### src/rtl/irq_gate_pkg.sv
package irq_gate_pkg;

  // width of the indexed software-write address
  localparam int IRQ_IDX_W = 4;

  // strobes from the control half to the datapath half
  typedef struct packed {
    logic                 swLoad;   // load one software pending bit
    logic [IRQ_IDX_W-1:0] swSel;    // which software bit
    logic                 swVal;    // value to load
    logic                 maskLoad; // load the enable mask
  } irqStrobes_t;

endpackage

### src/rtl/irq_gate_dp.sv
module irq_gate_dp
  import irq_gate_pkg::*;
#(
  parameter int NUM_LINES = 13,
  parameter int NUM_SW    = 2,
  localparam int HW_W     = NUM_LINES - NUM_SW,
  localparam int VEC_W    = $clog2(NUM_LINES)
) (
  input  logic                 clk,
  input  logic                 rstN,
  input  irqStrobes_t          strb,
  input  logic [NUM_LINES-1:0] maskWrData,
  input  logic [HW_W-1:0]      hwLines,
  output logic [NUM_LINES-1:0] pendQ,
  output logic [NUM_LINES-1:0] maskQ,
  output logic                 anyMasked,
  output logic [VEC_W-1:0]     rawVec
);

  logic [NUM_LINES-1:0] maskedPend;

  // software-owned pending bits, one register each
  for (genvar g = 0; g < NUM_SW; g++) begin : g_sw
    always_ff @(posedge clk) begin
      if (!rstN) begin
        pendQ[g] <= 1'b0;
      end else if (strb.swLoad && (strb.swSel == IRQ_IDX_W'(g))) begin
        pendQ[g] <= strb.swVal;
      end
    end
  end

  // hardware-owned pending bits follow their lines each cycle
  always_ff @(posedge clk) begin
    if (!rstN) begin
      pendQ[NUM_LINES-1:NUM_SW] <= '0;
    end else begin
      pendQ[NUM_LINES-1:NUM_SW] <= hwLines;
    end
  end

  // per-line enable mask
  always_ff @(posedge clk) begin
    if (!rstN) begin
      maskQ <= '0;
    end else if (strb.maskLoad) begin
      maskQ <= maskWrData;
    end
  end

  assign maskedPend = pendQ & maskQ;
  assign anyMasked  = |maskedPend;

  // highest set index wins: later iterations override earlier ones
  always_comb begin
    rawVec = '0;
    for (int i = 0; i < NUM_LINES; i++) begin
      if (maskedPend[i]) begin
        rawVec = VEC_W'(i);
      end
    end
  end

endmodule

### src/rtl/irq_gate_ctrl.sv
module irq_gate_ctrl
  import irq_gate_pkg::*;
#(
  parameter int NUM_LINES = 13,
  parameter int NUM_SW    = 2,
  localparam int VEC_W    = $clog2(NUM_LINES)
) (
  input  logic                 swWrEn,
  input  logic [IRQ_IDX_W-1:0] swWrIdx,
  input  logic                 swWrLevel,
  input  logic                 maskWrEn,
  input  logic                 anyMasked,
  input  logic [VEC_W-1:0]     rawVec,
  input  logic                 globalEn,
  input  logic                 debugState,
  output irqStrobes_t          strb,
  output logic                 takeReq,
  output logic                 wakeOut,
  output logic [VEC_W-1:0]     vecOut
);

  localparam logic [IRQ_IDX_W:0] SW_LIMIT = (IRQ_IDX_W+1)'(NUM_SW);

  logic idxIsSw;

  // hardware positions and out-of-range indices never reach the datapath
  assign idxIsSw = ({1'b0, swWrIdx} < SW_LIMIT);

  always_comb begin
    strb          = '0;
    strb.swLoad   = swWrEn && idxIsSw;
    strb.swSel    = swWrIdx;
    strb.swVal    = swWrLevel;
    strb.maskLoad = maskWrEn;
  end

  // wake ignores the enables; the request does not
  assign wakeOut = anyMasked;
  assign takeReq = anyMasked && globalEn && !debugState;
  assign vecOut  = takeReq ? rawVec : '0;

endmodule

### src/rtl/irq_gate.sv
module irq_gate
  import irq_gate_pkg::*;
#(
  parameter int NUM_LINES = 13,
  parameter int NUM_SW    = 2,
  localparam int HW_W     = NUM_LINES - NUM_SW,
  localparam int VEC_W    = $clog2(NUM_LINES)
) (
  input  logic                 clk,
  input  logic                 rstN,
  input  logic [HW_W-1:0]      hwLines,
  input  logic                 swWrEn,
  input  logic [IRQ_IDX_W-1:0] swWrIdx,
  input  logic                 swWrLevel,
  input  logic                 maskWrEn,
  input  logic [NUM_LINES-1:0] maskWrData,
  input  logic                 globalEn,
  input  logic                 debugState,
  output logic [NUM_LINES-1:0] pendOut,
  output logic                 takeReq,
  output logic                 wakeOut,
  output logic [VEC_W-1:0]     vecOut
);

  irqStrobes_t          strb;
  logic [NUM_LINES-1:0] maskQ;
  logic                 anyMasked;
  logic [VEC_W-1:0]     rawVec;

  irq_gate_ctrl #(.NUM_LINES(NUM_LINES), .NUM_SW(NUM_SW)) ctrl_i (
    .swWrEn     (swWrEn),
    .swWrIdx    (swWrIdx),
    .swWrLevel  (swWrLevel),
    .maskWrEn   (maskWrEn),
    .anyMasked  (anyMasked),
    .rawVec     (rawVec),
    .globalEn   (globalEn),
    .debugState (debugState),
    .strb       (strb),
    .takeReq    (takeReq),
    .wakeOut    (wakeOut),
    .vecOut     (vecOut)
  );

  irq_gate_dp #(.NUM_LINES(NUM_LINES), .NUM_SW(NUM_SW)) dp_i (
    .clk        (clk),
    .rstN       (rstN),
    .strb       (strb),
    .maskWrData (maskWrData),
    .hwLines    (hwLines),
    .pendQ      (pendOut),
    .maskQ      (maskQ),
    .anyMasked  (anyMasked),
    .rawVec     (rawVec)
  );

endmodule

### config.mk
export PLATFORM = sky130hd
export DESIGN_NAME = irq_gate
export DESIGN_NICKNAME = d
export VERILOG_FILES = /design/src/rtl/irq_gate_pkg.sv /design/src/rtl/irq_gate_dp.sv /design/src/rtl/irq_gate_ctrl.sv /design/src/rtl/irq_gate.sv
export SDC_FILE = /design/constraint.sdc
export NUM_CORES = 1
export LEC_CHECK = 0
export ABC_AREA = 1
export CAP_MARGIN = 20
export CORE_ASPECT_RATIO = 2
export CORE_MARGIN = 1.5
export CORE_UTILIZATION = 25
export DETAILED_ROUTE_END_ITERATION = 12
export DONT_BUFFER_PORTS = 1
export SYNTH_ARGS = -nofsm -noshare
export SYNTH_HDL_FRONTEND = slang
export SYNTH_SLANG_ARGS = --single-unit
### constraint.sdc
create_clock -name clk -period 2.5 [get_ports clk]
set_input_delay 0.125 -clock clk [delete_from_list [all_inputs] [get_ports clk]]
set_output_delay 0.125 -clock clk [all_outputs]
set_load 0.005 [all_outputs]
# Yosys cells after proc, flatten, opt, wreduce, memory -nomap -nowiden
# Cells that the tools add are included.
# op_classes
order_cmp	1
n_eq_ne	1
n_mux	13
bitwise_logic	1
n_reduce_logical	8
# op_table
cell	count
$mux 4	6
$and 13x13->13	1
$reduce_or 13->1	1
$mux 3	4
$logic_and 1x1->1	5
$eq 4x1->1 const B	1
$logic_not 4->1	1
$lt 4x2->1 const B	1
$mux 2	2
$logic_not 1->1	1
$mux 1	1
# word_totals
regBits	26
input_bits	35
out_inout_bits	19

# Longest topological paths before layout
# depth
ltp_word	14
depth_mapped	12
depth_no_buf	12

# Modules after synthesis
# From an unflattened synthesis, not the netlist that was laid out.
# hier_totals
cells_unflattened	169
area_unflattened_um2	1133.6
# modules_own_cells
module	instances	cells_each	area_per_inst_um2	seq_area_each_um2
irq_gate_dp	1	145	1011.0	520.5
irq_gate_ctrl	1	24	122.6	0.0

# Worst setup path after synthesis
# Ideal clock, no wire load.
# synth_timing
path_type	flip-flop to output port
start	register dp_i.pendQ[12]
end	output vecOut[0]
arrival_time_ns	0.957
t_required_ns	2.375
path_slack_ns	1.418
stages_incl_launch_ff	9
n_path_buf	0
path_cell_list	dfxtp_1 -> nand2_2 -> inv_1 -> nor3_4 -> nand2_2 -> nand3_2 -> inv_2 -> nand2_2 -> a21oi_2
# synth_via
elab_chain_cells	5
elab_cells_between_ends	6
classes_between	2 x mux; 1 x bitwise; 3 x reduce/logical
# synth_lines
item	line	text
start: declaration	irq_gate_dp.sv:14	output logic [NUM_LINES-1:0] pendQ,
start signal: indexed assignment	irq_gate_dp.sv:38	pendQ[NUM_LINES-1:NUM_SW] <= hwLines;
$and 13x13->13	irq_gate_dp.sv:51	assign maskedPend = pendQ & maskQ;
$reduce_or 13->1	irq_gate_dp.sv:52	assign anyMasked = |maskedPend;
via wakeOut	irq_gate.sv:21	output logic wakeOut,
$logic_and 1x1->1 (2 in series)	irq_gate_ctrl.sv:39	assign takeReq = anyMasked && globalEn && !debugState;
via takeReq	irq_gate.sv:20	output logic takeReq,
$mux 4	irq_gate_ctrl.sv:40	assign vecOut = takeReq ? rawVec : '0;
end: declaration	irq_gate.sv:22	output logic [VEC_W-1:0] vecOut
# The timed path passes the listed nets, and every way through them passes these cells.

# Worst setup path after layout
# layout_timing
start	input rstN
end	register dp_i.pendQ[5]
# layout_rtl
item	line	text
start: declaration	irq_gate.sv:10	input logic rstN,
# No word-level cell between the ends.

==> results.rst <==
.. list-table::
   :header-rows: 1

   * - Metric
     - Value
   * - Ant. Diodes
     - 0
   * - Post-Route WL
     - between 2 and 3 mm
   * - Count of buffers inserted at the top-level ports
     - 0
   * - Effective utilization at floorplan
     - between 20% and 30%
   * - Leading cell type by number of instances after synthesis
     - sky130_fd_sc_hd__nand2_1
   * - Type of destination of the critical path
     - flip-flop
   * - Combined buffer and inverter count along the critical path
     - 3
   * - Leading post-synthesis cells by cell area
     - sky130_fd_sc_hd__dfxtp_1 (48%), sky130_fd_sc_hd__nand2_1 (11%), sky130_fd_sc_hd__nor2_1 (8.7%), sky130_fd_sc_hd__inv_1 (7.7%), sky130_fd_sc_hd__o21ai_0 (6.1%)
   * - Number of fillers in the final layout
     - roughly 470
   * - Post-synthesis sequential area ratio
     - between 40% and 50%
   * - Post-Synthesis Cell Area
     - between 1000 and 1500 um^2
   * - HP Start
     - maskWrData[9]
   * - Die height
     - between 90 and 100 um
   * - Top cell type by total area after synthesis
     - sky130_fd_sc_hd__dfxtp_1
   * - Final layout net count
     - around 210
   * - Slew at the pin with the worst max-slew slack
     - between 0.8 and 0.9 ns
   * - Final hold vios
     - 0
   * - DR iter-0 viols
     - 10
   * - Clk_skew
     - 0 ns
   * - Sort of element at the start of the critical path
     - primary input
   * - Number of nets with antenna violations after routing
     - 0
   * - Post-synth top cells
     - sky130_fd_sc_hd__nand2_1 (31), sky130_fd_sc_hd__dfxtp_1 (26), sky130_fd_sc_hd__nor2_1 (25), sky130_fd_sc_hd__inv_1 (22), sky130_fd_sc_hd__o21ai_0 (13)
   * - Critical path required time
     - 2.72 ns
   * - Startpoint of the lowest-slack register-to-register path
     - dp_i.maskQ[10]
   * - Maximum fanout along the worst path
     - 25
   * - Cell count after synthesis
     - around 150
   * - Mean instance size in the synthesized netlist
     - 7.31 um^2
   * - Cell at the root of the clock tree
     - sky130_fd_sc_hd__clkbuf_8
   * - Maximum level of the CTS H-tree
     - 1
   * - Pin count of the biggest net entering global routing
     - 26
   * - Highest cell delay on the worst timing path
     - ~1.1 ns
   * - Cell depth of the worst hold path
     - 2
   * - Cells resized by post-CTS repair
     - 0
   * - Pins Over Slew Limit
     - 0
   * - Status
     - completed
   * - Clock tree sinks
     - 26
   * - Total global-route track usage
     - around an eighth
   * - Worst path cell trace
     - dlygate4sd3_1, nand2_1, dlygate4sd3_1, inv_1
   * - Clock latency on the worst-skew pair
     - around 0.26 ns
   * - Sum of negative setup slack
     - 0 ns
   * - Worst hold path type
     - primary input to flip-flop
   * - Vias/cell
     - roughly 4.2
   * - Share of final-layout standard cells stronger than drive strength 1
     - between 10% and 20%
   * - Average wire per standard cell
     - 12.2 um
   * - Number of synthesized flops with an enable pin
     - 0
   * - Internal reg-to-reg setup slack
     - 1.86 ns
   * - Vias
     - a little over 900
   * - Post-DP HPWL
     - about 1.9 mm
   * - Clock transition time at the flip-flop clock pins of the worst setup and hold paths
     - 0.08 ns
   * - Number of antenna violations at the first check in global routing
     - 0
   * - DRT Pass-1 Iters
     - 2
   * - Final core utilization
     - around a third
   * - Async S/R FF share, synth
     - 0%
   * - Time the worst path needs with I/O delays and setup
     - 1.72 ns
   * - Final Cycle Share
     - between 60 and 70%
   * - Total of endpoints with negative setup slack in the final report
     - 0
   * - Cell mode on critical path
     - sky130_fd_sc_hd__dlygate4sd3_1
   * - Count of unique library cells instantiated by Yosys
     - 19
   * - Yosys warning total
     - 0
   * - Via count of the first global-routing pass
     - approximately 960
   * - Area growth from synthesis to layout
     - 31.1%
   * - Worst reg-to-reg path cell count
     - 2
   * - Signal arrival time at the worst endpoint
     - 1.93 ns
   * - Max-cap check violation count
     - 0
   * - Power density over cell area
     - between 500 and 600 nW/um^2
   * - Core ar.
     - 4130 um^2
   * - Num ports
     - between 50 and 60
   * - Row count
     - 33
   * - Clock tree from TritonCTS
     - built
   * - Pleak
     - 0.676 nW
   * - Synthesized Nets
     - ~180
   * - Top FF cell, synth
     - sky130_fd_sc_hd__dfxtp_1
   * - GPL Wtd Cong
     - about 0.72
   * - Total clock buffers created by CTS
     - 3
   * - Wire length of the first global-routing pass
     - 4.29 mm
   * - Unrepaired setup endpoints after global routing
     - false
   * - Capture endpoint of the worst hold path
     - dp_i.maskQ[9]
   * - Capture instance of the worst register-to-register path
     - dp_i.maskQ[10]
   * - Post-synthesis sequential element count
     - 26
   * - Highest-delay cell along the critical path
     - sky130_fd_sc_hd__dlygate4sd3_1
   * - Die Wd
     - slightly below 50 um
   * - Remaining design rule violation count
     - 0
   * - Worst hold slack after final layout
     - approximately 0.004 ns
   * - Clock buffer depth
     - 2
   * - Die area
     - around 4700 um^2
   * - Startpoint-to-endpoint class of the critical path
     - primary input to flip-flop
   * - IR drop worst, VDD
     - 0.000292 V
   * - Headroom to the max-slew limit
     - 44.8%
   * - Kind of cell adding the most delay to the critical path
     - buffers and inverters
   * - F_max
     - about 580 MHz
   * - Overflow left after global routing
     - 0
   * - Area fraction of the dominant cell type after synthesis
     - between 40% and 50%
[cell usage in the layout (no fill, tap or decap)]
cell	count
sky130_fd_sc_hd__dfxtp_1	26
sky130_fd_sc_hd__nand2_1	31
sky130_fd_sc_hd__nor3_2	1
sky130_fd_sc_hd__nor2_1	25
sky130_fd_sc_hd__nand2_2	8
sky130_fd_sc_hd__nand3_2	1
sky130_fd_sc_hd__nor4_1	1
sky130_fd_sc_hd__clkbuf_8	4
sky130_fd_sc_hd__inv_2	1
sky130_fd_sc_hd__a31o_2	1
sky130_fd_sc_hd__nand4_2	1
sky130_fd_sc_hd__inv_1	22
sky130_fd_sc_hd__nand3_1	2
sky130_fd_sc_hd__o21ai_1	3
sky130_fd_sc_hd__a21oi_2	2
sky130_fd_sc_hd__o21ai_0	13
sky130_fd_sc_hd__nor3_4	1
sky130_fd_sc_hd__dlygate4sd3_1	23
sky130_fd_sc_hd__a21oi_1	4
[metrics by stage]
step / std cells / setup slack [ns] / total power, W / area [um^2]
after floorplan: 147 / 1.42 / 0.000523 / 1070
after global placement: 195 / 1.24 / 0.000530 / 1120
after detailed placement: 195 / 1.23 / 0.000532 / 1120
after CTS: 222 / 0.786 / 0.000832 / 1410
after global routing: 222 / 0.686 / 0.000862 / 1410
final: 222 / 0.781 / 0.000817 / 1410
[power breakdown]
group | total [W] | switching [W] | internal (W)
clock | 0.000261 | 0.000121 | 0.000140
combinational | 0.000101 | 0.0000513 | 0.0000500
sequential | 0.000455 | 0.0000158 | 0.000439
[per-layer routing]
layer / part of all wire (%) / global-route usage, % / vias up / routed length, um
li1: - / - / 495 / -
met1: 35 / 11.3 / 410 / 957
met2: 59 / 25.0 / 26 / 1610
met3: 3.8 / 1.24 / 2 / 102
met4: 1.5 / 5.71 / 0 / 40
met5: 0 / 0 / - / 0
[kinds of logic (layout without fill, tap and decap cells)]
| family | after synthesis | in the layout | share of synthesized area (%) |
|---|---|---|---|
| simple gates | 71 | 71 | 30.3 |
| buf+inv | 27 | 50 | 9.55 |
| flops | 26 | 26 | 48.4 |
| compound gates | 23 | 23 | 11.8 |
[registers in the layout, summed over array words and instances (netlist names)]
register	flops
dp_i.maskQ	13
dp_i.pendQ	13
[worst max path at each step]
| stage | start | to | slack [ns] | depth (start not counted) |
|---|---|---|---|---|
| 2_1_floorplan | dp_i.pendQ[12] | vecOut[0] | 1.42 | 8 |
| 3_3_place_gp | dp_i.pendQ[0] | vecOut[0] | 1.24 | 8 |
| 3_5_place_dp | dp_i.pendQ[0] | vecOut[0] | 1.23 | 8 |
| 4_1_cts | rstN | dp_i.pendQ[5] | 0.79 | 4 |
| 5_1_grt | rstN | dp_i.pendQ[5] | 0.69 | 4 |
| 6_report | rstN | dp_i.pendQ[5] | 0.78 | 4 |
[layout make-up]
cell class	count	area [um^2]	area share, %
inverter	23	86.3	6.13
sequential	26	520	36.9
tap	52	65.1	4.62
clock buffer	4	55.1	3.91
timing repair buffer	23	230	16.3
multi-input combinational	94	452	32.1
[timing repair]
item / CTS / global route
buffers inserted: 0 / 0
hold buffers: 23 / 0
endpoints found under the hold margin: 26 / 0
(Power assumes the default switching activity.)
